## config.mk

```make
export PLATFORM = sky130hd
export DESIGN_NAME = mdio_page_bridge
export DESIGN_NICKNAME = d
export VERILOG_FILES = /design/src/rtl/mpb_pkg.sv /design/src/rtl/mpb_settle_timer.sv /design/src/rtl/mpb_page_cache.sv /design/src/rtl/mpb_op_plan.sv /design/src/rtl/mdio_page_bridge.sv
export SDC_FILE = /design/constraint.sdc
export NUM_CORES = 1
export LEC_CHECK = 0
export BUFFER_PORTS_ARGS = -buffer_cell sky130_fd_sc_hd__buf_4
export CORE_MARGIN = 2
export CORE_UTILIZATION = 55
export CTS_CLUSTER_SIZE = 25
export DETAILED_ROUTE_END_ITERATION = 8
export GPL_ROUTABILITY_DRIVEN = 0
export GPL_TIMING_DRIVEN = 0
export PLACE_DENSITY = 0.82
export RECOVER_POWER = 50
export REMOVE_ABC_BUFFERS = 1
export SETUP_SLACK_MARGIN = 0.05
export SYNTH_ARGS = -nofsm -noshare
export SYNTH_HDL_FRONTEND = slang
export SYNTH_SLANG_ARGS = --single-unit
export TNS_END_PERCENT = 10
```

## constraint.sdc

```tcl
create_clock -name clk -period 10.5 [get_ports clk]
set_input_delay 0.525 -clock clk [delete_from_list [all_inputs] [get_ports clk]]
set_output_delay 0.525 -clock clk [all_outputs]
set_load 0.05 [all_outputs]
```

## src/rtl/mpb_pkg.sv

```systemverilog
package mpb_pkg;
  localparam int HALF_W   = 16;
  localparam int WORD_W   = 32;
  localparam int PHY_W    = 5;
  localparam int REG_W    = 5;
  localparam int SUB_W    = 3;
  localparam int PAGE_W   = 9;
  localparam int REG_LSB  = 1;
  localparam int SUB_LSB  = REG_LSB + REG_W;
  localparam int PAGE_LSB = SUB_LSB + SUB_W;
  localparam int ADDR_MSB = PAGE_LSB + PAGE_W - 1;

  localparam logic [PHY_W-1:0] PAGE_SEL_PHY  = 5'h18;
  localparam logic [PHY_W-1:0] DATA_PHY_BASE = 5'h10;

  typedef enum logic [2:0] {
    ST_IDLE, ST_PAGE, ST_SETTLE, ST_OP1, ST_OP2, ST_DONE
  } mpb_state_e;
endpackage

```

## src/rtl/mpb_settle_timer.sv

```systemverilog
module mpb_settle_timer #(
  parameter int unsigned CYCLES = 250000
) (
  input  logic clk,
  input  logic rst_n,
  input  logic start,
  output logic done
);
  localparam int CNT_W = $clog2(CYCLES + 1);

  logic [CNT_W-1:0] cnt_q, cnt_d;
  logic             cnt_en;

  always_comb begin
    cnt_en = start || (cnt_q != '0);
    cnt_d  = start ? CNT_W'(CYCLES) : cnt_q - 1'b1;
  end

  always_ff @(posedge clk or negedge rst_n) begin
    if (!rst_n)      cnt_q <= '0;
    else if (cnt_en) cnt_q <= cnt_d;
  end

  assign done = (cnt_q == '0) && !start;
endmodule

```

## src/rtl/mpb_page_cache.sv

```systemverilog
module mpb_page_cache
  import mpb_pkg::*;
(
  input  logic              clk,
  input  logic              rst_n,
  input  logic              load,
  input  logic [PAGE_W-1:0] page_in,
  input  logic [PAGE_W-1:0] probe,
  output logic              hit
);
  logic              valid_q;
  logic [PAGE_W-1:0] page_q;

  always_ff @(posedge clk or negedge rst_n) begin
    if (!rst_n)    valid_q <= 1'b0;
    else if (load) valid_q <= 1'b1;
  end

  always_ff @(posedge clk or negedge rst_n) begin
    if (!rst_n)    page_q <= '0;
    else if (load) page_q <= page_in;
  end

  assign hit = valid_q && (page_q == probe);
endmodule

```

## src/rtl/mpb_op_plan.sv

```systemverilog
module mpb_op_plan
  import mpb_pkg::*;
(
  input  logic              step,      // 0 = first operation, 1 = second
  input  logic              wide,
  input  logic              write,
  input  logic              lo_first,
  input  logic              lane,      // address bit 1
  input  logic [REG_W-1:0]  reg_base,
  input  logic [WORD_W-1:0] wdata,
  output logic [REG_W-1:0]  reg_idx,
  output logic [HALF_W-1:0] wdata16,
  output logic              hi_half
);
  logic first_hi;

  always_comb begin
    // only a word write with the high-first setting starts on the upper half
    first_hi = write && !lo_first;
    if (wide) hi_half = step ? !first_hi : first_hi;
    else      hi_half = lane;
    reg_idx = (wide && hi_half) ? REG_W'(reg_base + 1'b1) : reg_base;
    wdata16 = hi_half ? wdata[WORD_W-1:HALF_W] : wdata[HALF_W-1:0];
  end
endmodule

```

## src/rtl/mdio_page_bridge.sv

```systemverilog
module mdio_page_bridge
  import mpb_pkg::*;
#(
  parameter int unsigned CLK_HZ    = 125000000,
  parameter int unsigned SETTLE_US = 2000
) (
  input  logic                clk,
  input  logic                rst_n,
  input  logic                cfg_lo_first,
  input  logic                req_valid,
  input  logic                req_write,
  input  logic                req_wide,
  input  logic [ADDR_MSB:1]   req_addr,
  input  logic [WORD_W-1:0]   req_wdata,
  output logic                req_ack,
  output logic [WORD_W-1:0]   req_rdata,
  output logic                req_err,
  output logic                op_valid,
  output logic                op_write,
  output logic [PHY_W-1:0]    op_phy,
  output logic [REG_W-1:0]    op_reg,
  output logic [HALF_W-1:0]   op_wdata,
  input  logic                op_ready,
  input  logic [HALF_W-1:0]   op_rdata,
  input  logic                op_err
);
  localparam int unsigned SETTLE_CYCLES = (CLK_HZ / 1000000) * SETTLE_US;

  // reset: asynchronous assert, synchronous release
  logic rst_meta_q, rst_sync_q;
  always_ff @(posedge clk or negedge rst_n) begin
    if (!rst_n) begin
      rst_meta_q <= 1'b0;
      rst_sync_q <= 1'b0;
    end else begin
      rst_meta_q <= 1'b1;
      rst_sync_q <= rst_meta_q;
    end
  end

  mpb_state_e state_q, state_d;

  logic              wr_q, wide_q, lof_q, lane_q;
  logic [PAGE_W-1:0] pg_q;
  logic [SUB_W-1:0]  sub_q;
  logic [REG_W-1:0]  reg_q;
  logic [WORD_W-1:0] wdata_q;
  logic [WORD_W-1:0] rdata_q, rdata_d;
  logic              err_q, err_d;

  logic capture, hs, page_hs, data_rd_hs, rdata_en, err_en;
  logic hit, settle_done;
  logic [REG_W-1:0]  plan_reg;
  logic [HALF_W-1:0] plan_wdata;
  logic              plan_hi;

  assign capture    = (state_q == ST_IDLE) && req_valid;
  assign op_valid   = (state_q == ST_PAGE) || (state_q == ST_OP1) || (state_q == ST_OP2);
  assign hs         = op_valid && op_ready;
  assign page_hs    = hs && (state_q == ST_PAGE);
  assign data_rd_hs = hs && (state_q != ST_PAGE) && !wr_q;

  mpb_page_cache u_cache (
    .clk     (clk),
    .rst_n   (rst_sync_q),
    .load    (page_hs),
    .page_in (pg_q),
    .probe   (req_addr[ADDR_MSB:PAGE_LSB]),
    .hit     (hit)
  );

  mpb_settle_timer #(.CYCLES(SETTLE_CYCLES)) u_timer (
    .clk   (clk),
    .rst_n (rst_sync_q),
    .start (page_hs),
    .done  (settle_done)
  );

  mpb_op_plan u_plan (
    .step     (state_q == ST_OP2),
    .wide     (wide_q),
    .write    (wr_q),
    .lo_first (lof_q),
    .lane     (lane_q),
    .reg_base (reg_q),
    .wdata    (wdata_q),
    .reg_idx  (plan_reg),
    .wdata16  (plan_wdata),
    .hi_half  (plan_hi)
  );

  // downstream operation fields
  always_comb begin
    if (state_q == ST_PAGE) begin
      op_phy   = PAGE_SEL_PHY;
      op_reg   = '0;
      op_wdata = {{(HALF_W-PAGE_W){1'b0}}, pg_q};
      op_write = 1'b1;
    end else begin
      op_phy   = DATA_PHY_BASE | {{(PHY_W-SUB_W){1'b0}}, sub_q};
      op_reg   = plan_reg;
      op_wdata = plan_wdata;
      op_write = wr_q;
    end
  end

  // next state
  always_comb begin
    state_d = state_q;
    case (state_q)
      ST_IDLE:   if (req_valid)   state_d = hit ? ST_OP1 : ST_PAGE;
      ST_PAGE:   if (hs)          state_d = ST_SETTLE;
      ST_SETTLE: if (settle_done) state_d = ST_OP1;
      ST_OP1:    if (hs)          state_d = wide_q ? ST_OP2 : ST_DONE;
      ST_OP2:    if (hs)          state_d = ST_DONE;
      ST_DONE:                    state_d = ST_IDLE;
      default:                    state_d = ST_IDLE;
    endcase
  end

  // response data and error
  always_comb begin
    rdata_en = capture || data_rd_hs;
    err_en   = capture || hs;
    if (capture)      rdata_d = '0;
    else if (plan_hi) rdata_d = {op_rdata, rdata_q[HALF_W-1:0]};
    else              rdata_d = {rdata_q[WORD_W-1:HALF_W], op_rdata};
    err_d = capture ? 1'b0 : (err_q | op_err);
  end

  always_ff @(posedge clk or negedge rst_sync_q) begin
    if (!rst_sync_q) state_q <= ST_IDLE;
    else             state_q <= state_d;
  end

  always_ff @(posedge clk or negedge rst_sync_q) begin
    if (!rst_sync_q) begin
      wr_q    <= 1'b0;
      wide_q  <= 1'b0;
      lof_q   <= 1'b0;
      lane_q  <= 1'b0;
      pg_q    <= '0;
      sub_q   <= '0;
      reg_q   <= '0;
      wdata_q <= '0;
    end else if (capture) begin
      wr_q    <= req_write;
      wide_q  <= req_wide;
      lof_q   <= cfg_lo_first;
      lane_q  <= req_addr[REG_LSB];
      pg_q    <= req_addr[ADDR_MSB:PAGE_LSB];
      sub_q   <= req_addr[PAGE_LSB-1:SUB_LSB];
      reg_q   <= req_addr[SUB_LSB-1:REG_LSB];
      wdata_q <= req_wdata;
    end
  end

  always_ff @(posedge clk or negedge rst_sync_q) begin
    if (!rst_sync_q)   rdata_q <= '0;
    else if (rdata_en) rdata_q <= rdata_d;
  end

  always_ff @(posedge clk or negedge rst_sync_q) begin
    if (!rst_sync_q) err_q <= 1'b0;
    else if (err_en) err_q <= err_d;
  end

  assign req_ack   = (state_q == ST_DONE);
  assign req_rdata = rdata_q;
  assign req_err   = err_q;
endmodule

```

==> results of run 1 <==
-- logic make-up after synthesis --
| kind of cell | count (synthesis) |
|---|---|
| and+or+nand+nor | 354 |
| DFF | 118 |
| AOI/OAI and AO/OA | 81 |
| buffers and inverters | 42 |
| xor gates and xnor gates | 27 |
| adders and majority gates | 2 |
| muxes | 2 |
| other | 1 |
-- placed cells by master (no fill, tap or decap), types with 2 or more instances in the layout --
| master | count |
|---|---|
| clkbuf_8 | 2 |
| xor2_1 | 9 |
| buf_12 | 2 |
| a221o_1 | 9 |
| bufinv_16 | 6 |
| nor2_1 | 24 |
| or3_1 | 2 |
| o22ai_1 | 16 |
| a21oi_1 | 10 |
| nand3_1 | 15 |
| dfrtp_1 | 118 |
| and3_1 | 12 |
| nor4_1 | 3 |
| inv_6 | 3 |
| nor3_1 | 6 |
| a211oi_1 | 4 |
| inv_1 | 5 |
| and2_1 | 4 |
| clkinvlp_4 | 3 |
| nand2b_1 | 4 |
| clkinv_4 | 2 |
| buf_4 | 105 |
| a2111oi_0 | 3 |
| ha_1 | 2 |
| a31oi_1 | 2 |
| or4_1 | 2 |
| clkbuf_16 | 16 |
| nand2_1 | 264 |
| xnor2_1 | 17 |
| clkbuf_1 | 29 |
| o21ai_0 | 28 |
| conb_1 | 2 |
-- final cells by class --
class / count / area share (%)
tap: 133 / 2.31
multi-input combinational: 468 / 33.4
clock inverter: 14 / 3.42
sequential: 118 / 41.0
timing repair buffer: 139 / 13.7
clock buffer: 18 / 5.94
inverter: 6 / 0.313
-- state kept, by name, summed over array words and instances (netlist names) --
| name | count |
|---|---|
| u_cache.valid_q | 1 |
| pg_q | 9 |
| wide_q | 1 |
| wr_q | 1 |
| sub_q | 3 |
| u_cache.page_q | 9 |
| req_err | 1 |
| lof_q | 1 |
| wdata_q | 32 |
| req_rdata | 32 |
| u_timer.cnt_q | 18 |
| state_q | 3 |
| reg_q | 5 |
| rst_meta_q | 1 |
| rst_sync_q | 1 |
-- per-stage QoR --
stage	area, um2	total power [uW]	utilization, %	worst slack [ns]
2_1_floorplan	5360	1770	-	6.97
3_3_place_gp	6530	2160	66.8	5.74
3_5_place_dp	6650	2230	68.0	6.77
4_1_cts	7330	2910	75.0	6.35
5_1_grt	7210	3000	73.7	4.42
6_report	7210	2860	73.7	5.47
-- worst min-delay path by stage --
stage                             start                 endpoint  slack, ns
final                     req_wdata[17]  wdata_q[17]$_DFFE_PN0P_       0.19
after floorplan                   rst_n     rst_meta_q$_DFF_PN0_       0.23
after detailed placement          rst_n     rst_meta_q$_DFF_PN0_       0.31
after global routing      req_wdata[17]  wdata_q[17]$_DFFE_PN0P_       0.18
after CTS                 req_wdata[17]  wdata_q[17]$_DFFE_PN0P_       0.18
after global placement            rst_n     rst_meta_q$_DFF_PN0_       0.31
-- power breakdown --
group          switching, uW  internal [uW]
Combinational            997            404
Sequential               150            650
Clock                    218            443
Total                   1370           1500
-- routing by layer --
layer  routed length [um]  global-route usage (%)  vias up
li1                     -                       -     2311
met1                 5930                    34.0     2421
met2                 7620                    47.5      161
met3                  912                    7.96       25
met4                  297                    9.46        0
met5                    0                       0        -
-- timing repair --
item	in CTS	in global routing
hold buffers	1	0
buffers inserted	0	0
endpoints found under the hold margin	2	0
gates resized for setup	0	0
==> results.json, run 1 <==
{
  "dieArea_mm2": 0.0109,
  "port_buffers": 133,
  "register_area_mm2": 0.00295,
  "syn_area_mm2": 0.00552,
  "avgSynthCellArea_um2": 8.81,
  "slew-limit-headroom_pct": -140,
  "r2r_cells": 1,
  "slew_violations": 119,
  "crit_fanout": 69,
  "post-route-period-util_pct": 47.9,
  "ys_seq_area_share_pct": 53.5,
  "crit_type": "register to async pin",
  "multi_input_area_mm2": 0.00240,
  "grt_overflow": 0,
  "hold_path_class": "primary input to register",
  "postSynth.asyncResetShare_pct": 100,
  "fillCellCount": 704,
  "fin_crit_ns": 5.03,
  "vias": 4918,
  "avgViaCountPerCell": 5.49,
  "endpoint": "wdata_q[11]$_DFFE_PN0P_",
  "cp.depth": 1,
  "p_per_area_mw_per_mm2": 397,
  "hold_depth": 3,
  "cp_cell_sequence": "clkbuf_1",
  "drive_gt1_share_pct": 20.4,
  "final_cells": 896,
  "grt_pass1_vias": 4986,
  "dp_hpwl_um": 9210,
  "synth_common_cells": "nand2_1, dfrtp_1, o21ai_0",
  "reg2reg_slack_ns": 5.47,
  "synth_seq_cells": 118,
  "grt_antenna_before_repair": 0,
  "cts_tree": "yes",
  "core_area_mm2": 0.00977,
  "ant_nets": 0,
  "setup-tns-final_ns": 0,
  "clockRootBuffer": "clkbuf_8",
  "grt_pass1_wl_um": 24100,
  "synth_xor_area_share_pct": 4.62,
  "synth_cell_types": 57,
  "ir_worst_vdd_v": 0.000257,
  "synthMuxAreaShare_pct": 0.385,
  "max_stage_delay_ns": 2.63,
  "clk_latency_ns": 0.52,
  "routed_wl_um": 14800,
  "drtIter0Drc": 342,
  "synth_compound_gate_area_share_pct": 9.88,
  "track_usage_pct": 27.8,
  "synthAdderAreaFrac_pct": 0.453,
  "cp-end-kind": "async pin",
  "outcome": "complete, but fails checks",
  "die_x_um": 104,
  "start_util_pct": 56.5,
  "route.detailed.drc": 0,
  "path_clk_slew_ns": 0.06,
  "hold_ws_ns": 0.192,
  "cp_slowest_cell": "clkbuf_1",
  "grt_start_max_net_pins": 70,
  "rr_endpoint": "wdata_q[11]$_DFFE_PN0P_",
  "synth_most_common_cell": "nand2_1",
  "syn_inst": 627,
  "clock_path_buffers": 2,
  "synth-simple-area-share_pct": 27.7,
  "p_leak_uw": 0.00349,
  "synth_edf_count": 0,
  "rows": 36,
  "skew_ns": 0.00659,
  "synth_top_area_share_pct": 53.5,
  "antenna_cells": 0,
  "ios": 135,
  "syn_to_final_growth_pct": 30.5,
  "synth_top_family_by_area": "simple AND/OR/NAND/NOR gates",
  "worstSetupStartpointType": "register",
  "drtPass1Iterations": 5,
  "yosys.area.top_type": "dfrtp_1",
  "crit_start": "rst_sync_q$_DFF_PN0_",
  "crit_family": "buffers and inverters",
  "cp.arrival_ns": 4.84,
  "cts_max_level": 4,
  "violations": "max-capacitance violations, max-slew violations",
  "rr_startpoint": "rst_sync_q$_DFF_PN0_",
  "dp_cells": 862,
  "cp_data_required_time_ns": 10.31,
  "die_h_um": 104,
  "avgRoutedWirePerCell_um": 16.5,
  "yosys-top-cells-area": "dfrtp_1, nand2_1, xnor2_1, o21ai_0, o22ai_1",
  "rsz0062_at_grt": "no",
  "drv_cap": 2,
  "worst-path-buf-inv": 1,
  "tightest_slew_ns": 3.59,
  "max_freq_ghz": 0.199,
  "numCtsBuffers": 17,
  "nNetsFinal": 825,
  "setup_viol": 0,
  "clkSinkCount": 118,
  "hold_viol": 0,
  "synthFlopType": "dfrtp_1",
  "yosysWarnings": 0
}
Note: power is estimated with default switching activity, not from simulation.
==> run 2, diff against run 1 <==
--- a/config.mk
+++ b/config.mk
@@ -7,12 +7,12 @@
 export LEC_CHECK = 0
 export BUFFER_PORTS_ARGS = -buffer_cell sky130_fd_sc_hd__buf_4
 export CORE_MARGIN = 2
-export CORE_UTILIZATION = 55
+export CORE_UTILIZATION = 48
 export CTS_CLUSTER_SIZE = 25
 export DETAILED_ROUTE_END_ITERATION = 8
 export GPL_ROUTABILITY_DRIVEN = 0
 export GPL_TIMING_DRIVEN = 0
-export PLACE_DENSITY = 0.82
+export PLACE_DENSITY = 0.76
 export RECOVER_POWER = 50
 export REMOVE_ABC_BUFFERS = 1
 export SETUP_SLACK_MARGIN = 0.05
==> constraint.sdc (replaced) <==
create_clock -name clk -period 4.6 [get_ports clk]
set_input_delay 0.23 -clock clk [delete_from_list [all_inputs] [get_ports clk]]
set_output_delay 0.23 -clock clk [all_outputs]
set_load 0.05 [all_outputs]
==> results.json, run 2 (synthesized netlist as in run 1, its figures left out) <==
{
  "max_freq_ghz": 0.261,
  "p_total_uw": 6300,
  "slew_violations": 119,
  "numCtsBuffers": 17,
  "path_clk_slew_ns": 0.05,
  "crit_type": "register to register",
  "multi_input_area_mm2": 0.00240,
  "drive_gt1_share_pct": 19.7,
  "ir_worst_vdd_v": 0.000563,
  "drtIter0Drc": 286,
  "avgViaCountPerCell": 5.25,
  "cts_tree": "yes",
  "layout_commonest_cell": "nand2_1",
  "die_h_um": 111,
  "grt_start_max_net_pins": 63,
  "hold_viol": 0,
  "pre_cts_ws_ns": 0.817,
  "violations": "max-capacitance violations, max-slew violations",
  "grt_pass1_vias": 4825,
  "register_area_mm2": 0.00295,
  "vias": 4755,
  "routed_wl_um": 14000,
  "avgRoutedWirePerCell_um": 15.5,
  "track_usage_pct": 23.4,
  "outcome": "complete, but fails checks",
  "power.share.clock_pct": 21.2,
  "antenna_cells": 0,
  "power.share.combinational_pct": 50.0,
  "clockRootBuffer": "clkbuf_16",
  "drv_cap": 2,
  "p_sw_uw": 3020,
  "rsz0062_at_grt": "no",
  "tightest_slew_ns": 2.15,
  "clk_latency_ns": 0.41,
  "nNetsFinal": 826,
  "fillCellCount": 965,
  "crit_fanout": 28,
  "cp.arrival_ns": 4.11,
  "ios": 135,
  "syn_to_final_growth_pct": 29.1,
  "internal-power_uw": 3270,
  "fin_crit_ns": 3.83,
  "grt_overflow": 0,
  "ctsResizeCount": 0,
  "skew_ns": 0.00869,
  "clkSinkCount": 118,
  "p_leak_uw": 0.00346,
  "mostFrequentLayoutCells": "nand2_1, dfrtp_1, buf_4, clkbuf_1, o21ai_0",
  "setup_ws_ns": 0.773,
  "postCtsSetupBuffers": 0,
  "start_util_pct": 48.8,
  "p_per_area_mw_per_mm2": 883,
  "setup_viol": 0,
  "slew-limit-headroom_pct": -43.1,
  "cp-end-kind": "register",
  "post-route-period-util_pct": 83.2,
  "cp_data_required_time_ns": 4.88,
  "route.detailed.drc": 0,
  "dieArea_mm2": 0.0124,
  "core_area_mm2": 0.0113,
  "switching_share_pct": 48.0,
  "port_buffers": 133,
  "dp_hpwl_um": 9050,
  "hold_path_class": "primary input to register",
  "rows": 39,
  "pwr-share-seq_pct": 28.8,
  "die_x_um": 111,
  "grt_antenna_before_repair": 0,
  "clock_path_buffers": 2,
  "cts_max_level": 4,
  "drtPass1Iterations": 5,
  "ant_nets": 0,
  "worstSetupStartpointType": "register",
  "grt_pass1_wl_um": 23500
}
-- run 2: cell types whose count changed in the layout (fill, tap and decap cells not counted), moves of 3 or more --
cell       change
buf_4          -5
bufinv_16      -3
clkbuf_1       +6
clkinv_2       +6
inv_6          -3
-- run 2: layout make-up --
type,instances,area share (%)
repair buffers,140,13.6
clock buffers,21,6.60
well taps,143,2.51
flip-flops and latches,118,41.4
clock inverters,10,1.79
inverters,6,0.316
multi-input cells,468,33.7
-- run 2: per-layer routing --
| metal | part of all wire [%] | global-route usage (%) | wire length (um) | vias to the layer above |
|---|---|---|---|---|
| met5 | 0 | 0 | 0 | - |
| met4 | 1.2 | 6.42 | 167 | 0 |
| met3 | 6.1 | 7.33 | 852 | 14 |
| met2 | 49 | 38.7 | 6890 | 119 |
| met1 | 43 | 30.0 | 6090 | 2306 |
| li1 | - | - | - | 2316 |
-- run 2: path summary, 6_finish.rpt --
check	cells after the start	endpoint	from	slack (ns)
worst min register to register	0	rst_sync_q$_DFF_PN0_	rst_meta_q$_DFF_PN0_	0.36
worst max-delay path	6	u_timer.cnt_q[15]$_DFFE_PN0P_	state_q[1]$_DFFE_PN0P_	0.77
max in group asynchronous	1	u_timer.cnt_q[13]$_DFFE_PN0P_	rst_sync_q$_DFF_PN0_	1.28
worst min-delay path	3	wdata_q[21]$_DFFE_PN0P_	req_wdata[21]	0.009
min in group asynchronous	2	rst_sync_q$_DFF_PN0_	rst_n	0.15
worst max register to register	6	u_timer.cnt_q[15]$_DFFE_PN0P_	state_q[1]$_DFFE_PN0P_	0.77
-- run 2: repair_timing --
item                                    CTS  global route
hold endpoints to repair                  2             0
endpoints found under the setup margin    0             0
hold buffers                              1             0
-- run 2: power by group through the flow --
| stage | Clock (uW) | Combinational, uW | Sequential [uW] |
|---|---|---|---|
| after floorplan | 0 | 1800 | 2230 |
| after global placement | 0 | 3130 | 1810 |
| after detailed placement | 0 | 3260 | 1820 |
| after CTS | 1340 | 3280 | 1820 |
| after global routing | 1390 | 3390 | 1880 |
| final | 1340 | 3150 | 1820 |
-- run 2: worst max-delay path, cell delays in order (launching register included) --
cell and delay [ns]:
dfrtp_1 0.42, inv_1 0.17, nand3_1 0.87, clkinv_1 0.89, and2_0 0.85, a211oi_1 0.39
nor2_1 0.09
-- run 2: metrics by stage --
stage          TNS, ns  hold WS [ns]  area, um2  cells  utilization [%]
2_1_floorplan        0       -0.0656       5360    592                -
3_3_place_gp    -22.01        0.0128       6540    868             57.7
3_5_place_dp         0        0.0128       6660    872             58.8
4_1_cts              0       0.00413       7270    904             64.2
5_1_grt              0        0.0124       7130    906             63.0
6_report             0       0.00948       7130    906             63.0
==> run 3, diff against run 2 <==
--- a/config.mk
+++ b/config.mk
@@ -5,14 +5,15 @@
 export SDC_FILE = /design/constraint.sdc
 export NUM_CORES = 1
 export LEC_CHECK = 0
+export ABC_AREA = 1
 export BUFFER_PORTS_ARGS = -buffer_cell sky130_fd_sc_hd__buf_4
 export CORE_MARGIN = 2
-export CORE_UTILIZATION = 48
+export CORE_UTILIZATION = 49
 export CTS_CLUSTER_SIZE = 25
 export DETAILED_ROUTE_END_ITERATION = 8
 export GPL_ROUTABILITY_DRIVEN = 0
 export GPL_TIMING_DRIVEN = 0
-export PLACE_DENSITY = 0.76
+export PLACE_DENSITY = 0.77
 export RECOVER_POWER = 50
 export REMOVE_ABC_BUFFERS = 1
 export SETUP_SLACK_MARGIN = 0.05
==> constraint.sdc (replaced) <==
create_clock -name clk -period 3.2 [get_ports clk]
set_input_delay 0.16 -clock clk [delete_from_list [all_inputs] [get_ports clk]]
set_output_delay 0.16 -clock clk [all_outputs]
set_load 0.05 [all_outputs]
==> results.json, run 3 <==
{
  "outcome": "complete, but fails checks",
  "violations": "max-capacitance violations, max-slew violations",
  "max_stage_delay_ns": 0.68,
  "routed_wl_um": 15200,
  "synth_top_area_share_pct": 52.0,
  "rr_startpoint": "state_q[2]$_DFFE_PN0P_",
  "grt_pass1_wl_um": 25400,
  "tightest_slew_ns": 2.48,
  "yosysWarnings": 0,
  "route.detailed.drc": 0,
  "rr_endpoint": "req_rdata[30]$_DFFE_PN0P_",
  "ys_seq_area_share_pct": 52.0,
  "track_usage_pct": 25.6,
  "max_freq_ghz": 0.351,
  "ant_nets": 0,
  "slew-limit-headroom_pct": -65.6,
  "synth_common_cells": "nand2_1, dfrtp_1, inv_1",
  "syn_area_mm2": 0.00568,
  "rows": 39,
  "clkSinkCount": 118,
  "p_total_uw": 8960,
  "dieArea_mm2": 0.0125,
  "die_h_um": 112,
  "ir_worst_vdd_v": 0.000851,
  "rsz0062_at_grt": "no",
  "synthFlopType": "dfrtp_1",
  "synth_edf_count": 0,
  "core_area_mm2": 0.0114,
  "numCtsBuffers": 17,
  "syn_inst": 728,
  "drtIter0Drc": 313,
  "die_x_um": 112,
  "clock_path_buffers": 2,
  "p_per_area_mw_per_mm2": 1140,
  "mostFrequentLayoutCells": "nand2_1, dfrtp_1, buf_4, inv_1, o21ai_0",
  "fin_crit_ns": 2.85,
  "slew_violations": 60,
  "drive_gt1_share_pct": 16.3,
  "crit_type": "register to register",
  "syn_to_final_growth_pct": 38.6,
  "ios": 135,
  "avgSynthCellArea_um2": 7.80,
  "fillCellCount": 915,
  "avgRoutedWirePerCell_um": 14.2,
  "clockRootBuffer": "clkbuf_16",
  "path_clk_slew_ns": 0.05,
  "dp_hpwl_um": 9390,
  "avgViaCountPerCell": 4.99,
  "grt_antenna_before_repair": 0,
  "cp-end-kind": "register",
  "cp_data_required_time_ns": 3.55,
  "skew_ns": 0.00821,
  "yosys.area.top_type": "dfrtp_1",
  "port_buffers": 133,
  "clk_latency_ns": 0.42,
  "grt_overflow": 0,
  "start_util_pct": 49.9,
  "crit_start": "state_q[2]$_DFFE_PN0P_",
  "layout_commonest_cell": "nand2_1",
  "antenna_cells": 0,
  "p_leak_uw": 0.00410,
  "cp_cell_sequence": "inv_1 > nand2_1 > inv_1 > nand2_2 > inv_4 > nor3_4 > nand2_1 > nand2_1",
  "hold_viol": 0,
  "r2r_cells": 8,
  "cp.arrival_ns": 3.20,
  "post-route-period-util_pct": 89.1,
  "reg2reg_slack_ns": 0.35,
  "hold_path_class": "primary input to register",
  "cp_common_cell": "nand2_1",
  "hold_ws_ns": 0.0489,
  "yosys-top-cells-area": "dfrtp_1, nand2_1, o21ai_0, inv_1, nand3_1",
  "endpoint": "req_rdata[30]$_DFFE_PN0P_",
  "cp_slowest_cell": "nor3_4",
  "drtPass1Iterations": 5,
  "postCtsSetupBuffers": 0,
  "vias": 5378,
  "grt_pass1_vias": 5304,
  "cts_tree": "yes",
  "synth_seq_cells": 118,
  "drv_cap": 1,
  "synth_most_common_cell": "nand2_1",
  "synth_cell_types": 34,
  "cts_max_level": 4,
  "nNetsFinal": 996,
  "postSynth.asyncResetShare_pct": 100,
  "setup_viol": 0,
  "worstSetupStartpointType": "register",
  "grt_start_max_net_pins": 73,
  "crit_fanout": 72
}
## run 3: changes by cell type in the layout (fill, tap and decap cells not counted), moves of 12 or more
cell	delta
o22ai_1	-16
dlygate4sd3_1	+62
inv_1	+75
and3_1	-12
nand2_1	+29
nor2_1	+24
o21ai_0	+37
nand3_1	+21
## run 3: worst max-delay path, delay by kind of cell (launching register included)
| family | cells | cell delay [ns] |
|---|---|---|
| simple gates | 5 | 1.63 |
| flops | 1 | 0.47 |
| buf+inv | 3 | 0.65 |
## run 3: routing by layer
| metal | up-vias | GRT usage [%] | part of all wire, % |
|---|---|---|---|
| met5 | - | 0 | 0 |
| met4 | 0 | 10.5 | 2.9 |
| met1 | 2532 | 31.1 | 42 |
| met2 | 174 | 42.5 | 50 |
| li1 | 2639 | - | - |
| met3 | 33 | 8.11 | 5.7 |
## run 3: how the worst min path moves through the flow
| stage | slack (ns) | startpoint | end | depth (start not counted) |
|---|---|---|---|---|
| 3_5_place_dp | -0.06 | rst_n | rst_meta_q$_DFF_PN0_ | 1 |
| 3_3_place_gp | -0.06 | rst_n | rst_meta_q$_DFF_PN0_ | 1 |
| 4_1_cts | 0.04 | rst_n | rst_sync_q$_DFF_PN0_ | 2 |
| 2_1_floorplan | -0.14 | rst_n | rst_meta_q$_DFF_PN0_ | 0 |
| 6_report | 0.05 | req_addr[14] | pg_q[5]$_DFFE_PN0P_ | 3 |
| 5_1_grt | 0.04 | req_addr[9] | pg_q[0]$_DFFE_PN0P_ | 3 |
## run 3: cell families (layout without fill, tap and decap cells)
logic type,after synthesis,after routing,share of synthesized area [%]
and+or+nand+nor,408,408,30.1
DFF,118,118,52.0
buffers and inverters,108,313,7.98
AOI/OAI and AO/OA,80,80,7.69
xor gates and xnor gates,11,11,1.70
adders and majority gates,2,2,0.441
other,1,2,0.0660
## run 3: layout make-up
cell class | instances | area, um2 | share of cell area, %
flip-flops and latches | 118 | 2950 | 37.5
multi-input cells | 503 | 2280 | 29.0
repair buffers | 197 | 1530 | 19.4
clock buffers | 24 | 492 | 6.25
inverters | 84 | 318 | 4.04
well taps | 143 | 179 | 2.27
clock inverters | 8 | 121 | 1.54
## run 3: per-stage QoR
step / std cells / instance area (um2) / setup TNS [ns] / util (%) / setup WS, ns
finish: 1077 / 7870 / 0 / 69.2 / 0.347
global route: 1077 / 7870 / 0 / 69.2 / 0.0576
CTS: 1077 / 8000 / 0 / 70.4 / 0.0596
detailed placement: 982 / 6750 / -20.40 / 59.4 / -0.593
global placement: 981 / 6720 / -214.91 / 59.1 / -1.71
floorplan: 705 / 5540 / -38.37 / - / -0.331
## run 3: repair_timing
action | in CTS | in global routing
setup endpoints to repair | 78 | 32
gates cloned | 0 | 0
resized for setup | 1 | 2
hold buffers | 63 | 0
hold endpoints to repair | 80 | 0
## run 3: power breakdown
group / switching (uW) / internal, uW / leakage [uW]
logic: 3330 / 1220 / 0.00232
clock network: 662 / 1300 / 0.000300
registers: 364 / 2080 / 0.00149
total: 4360 / 4600 / 0.00410
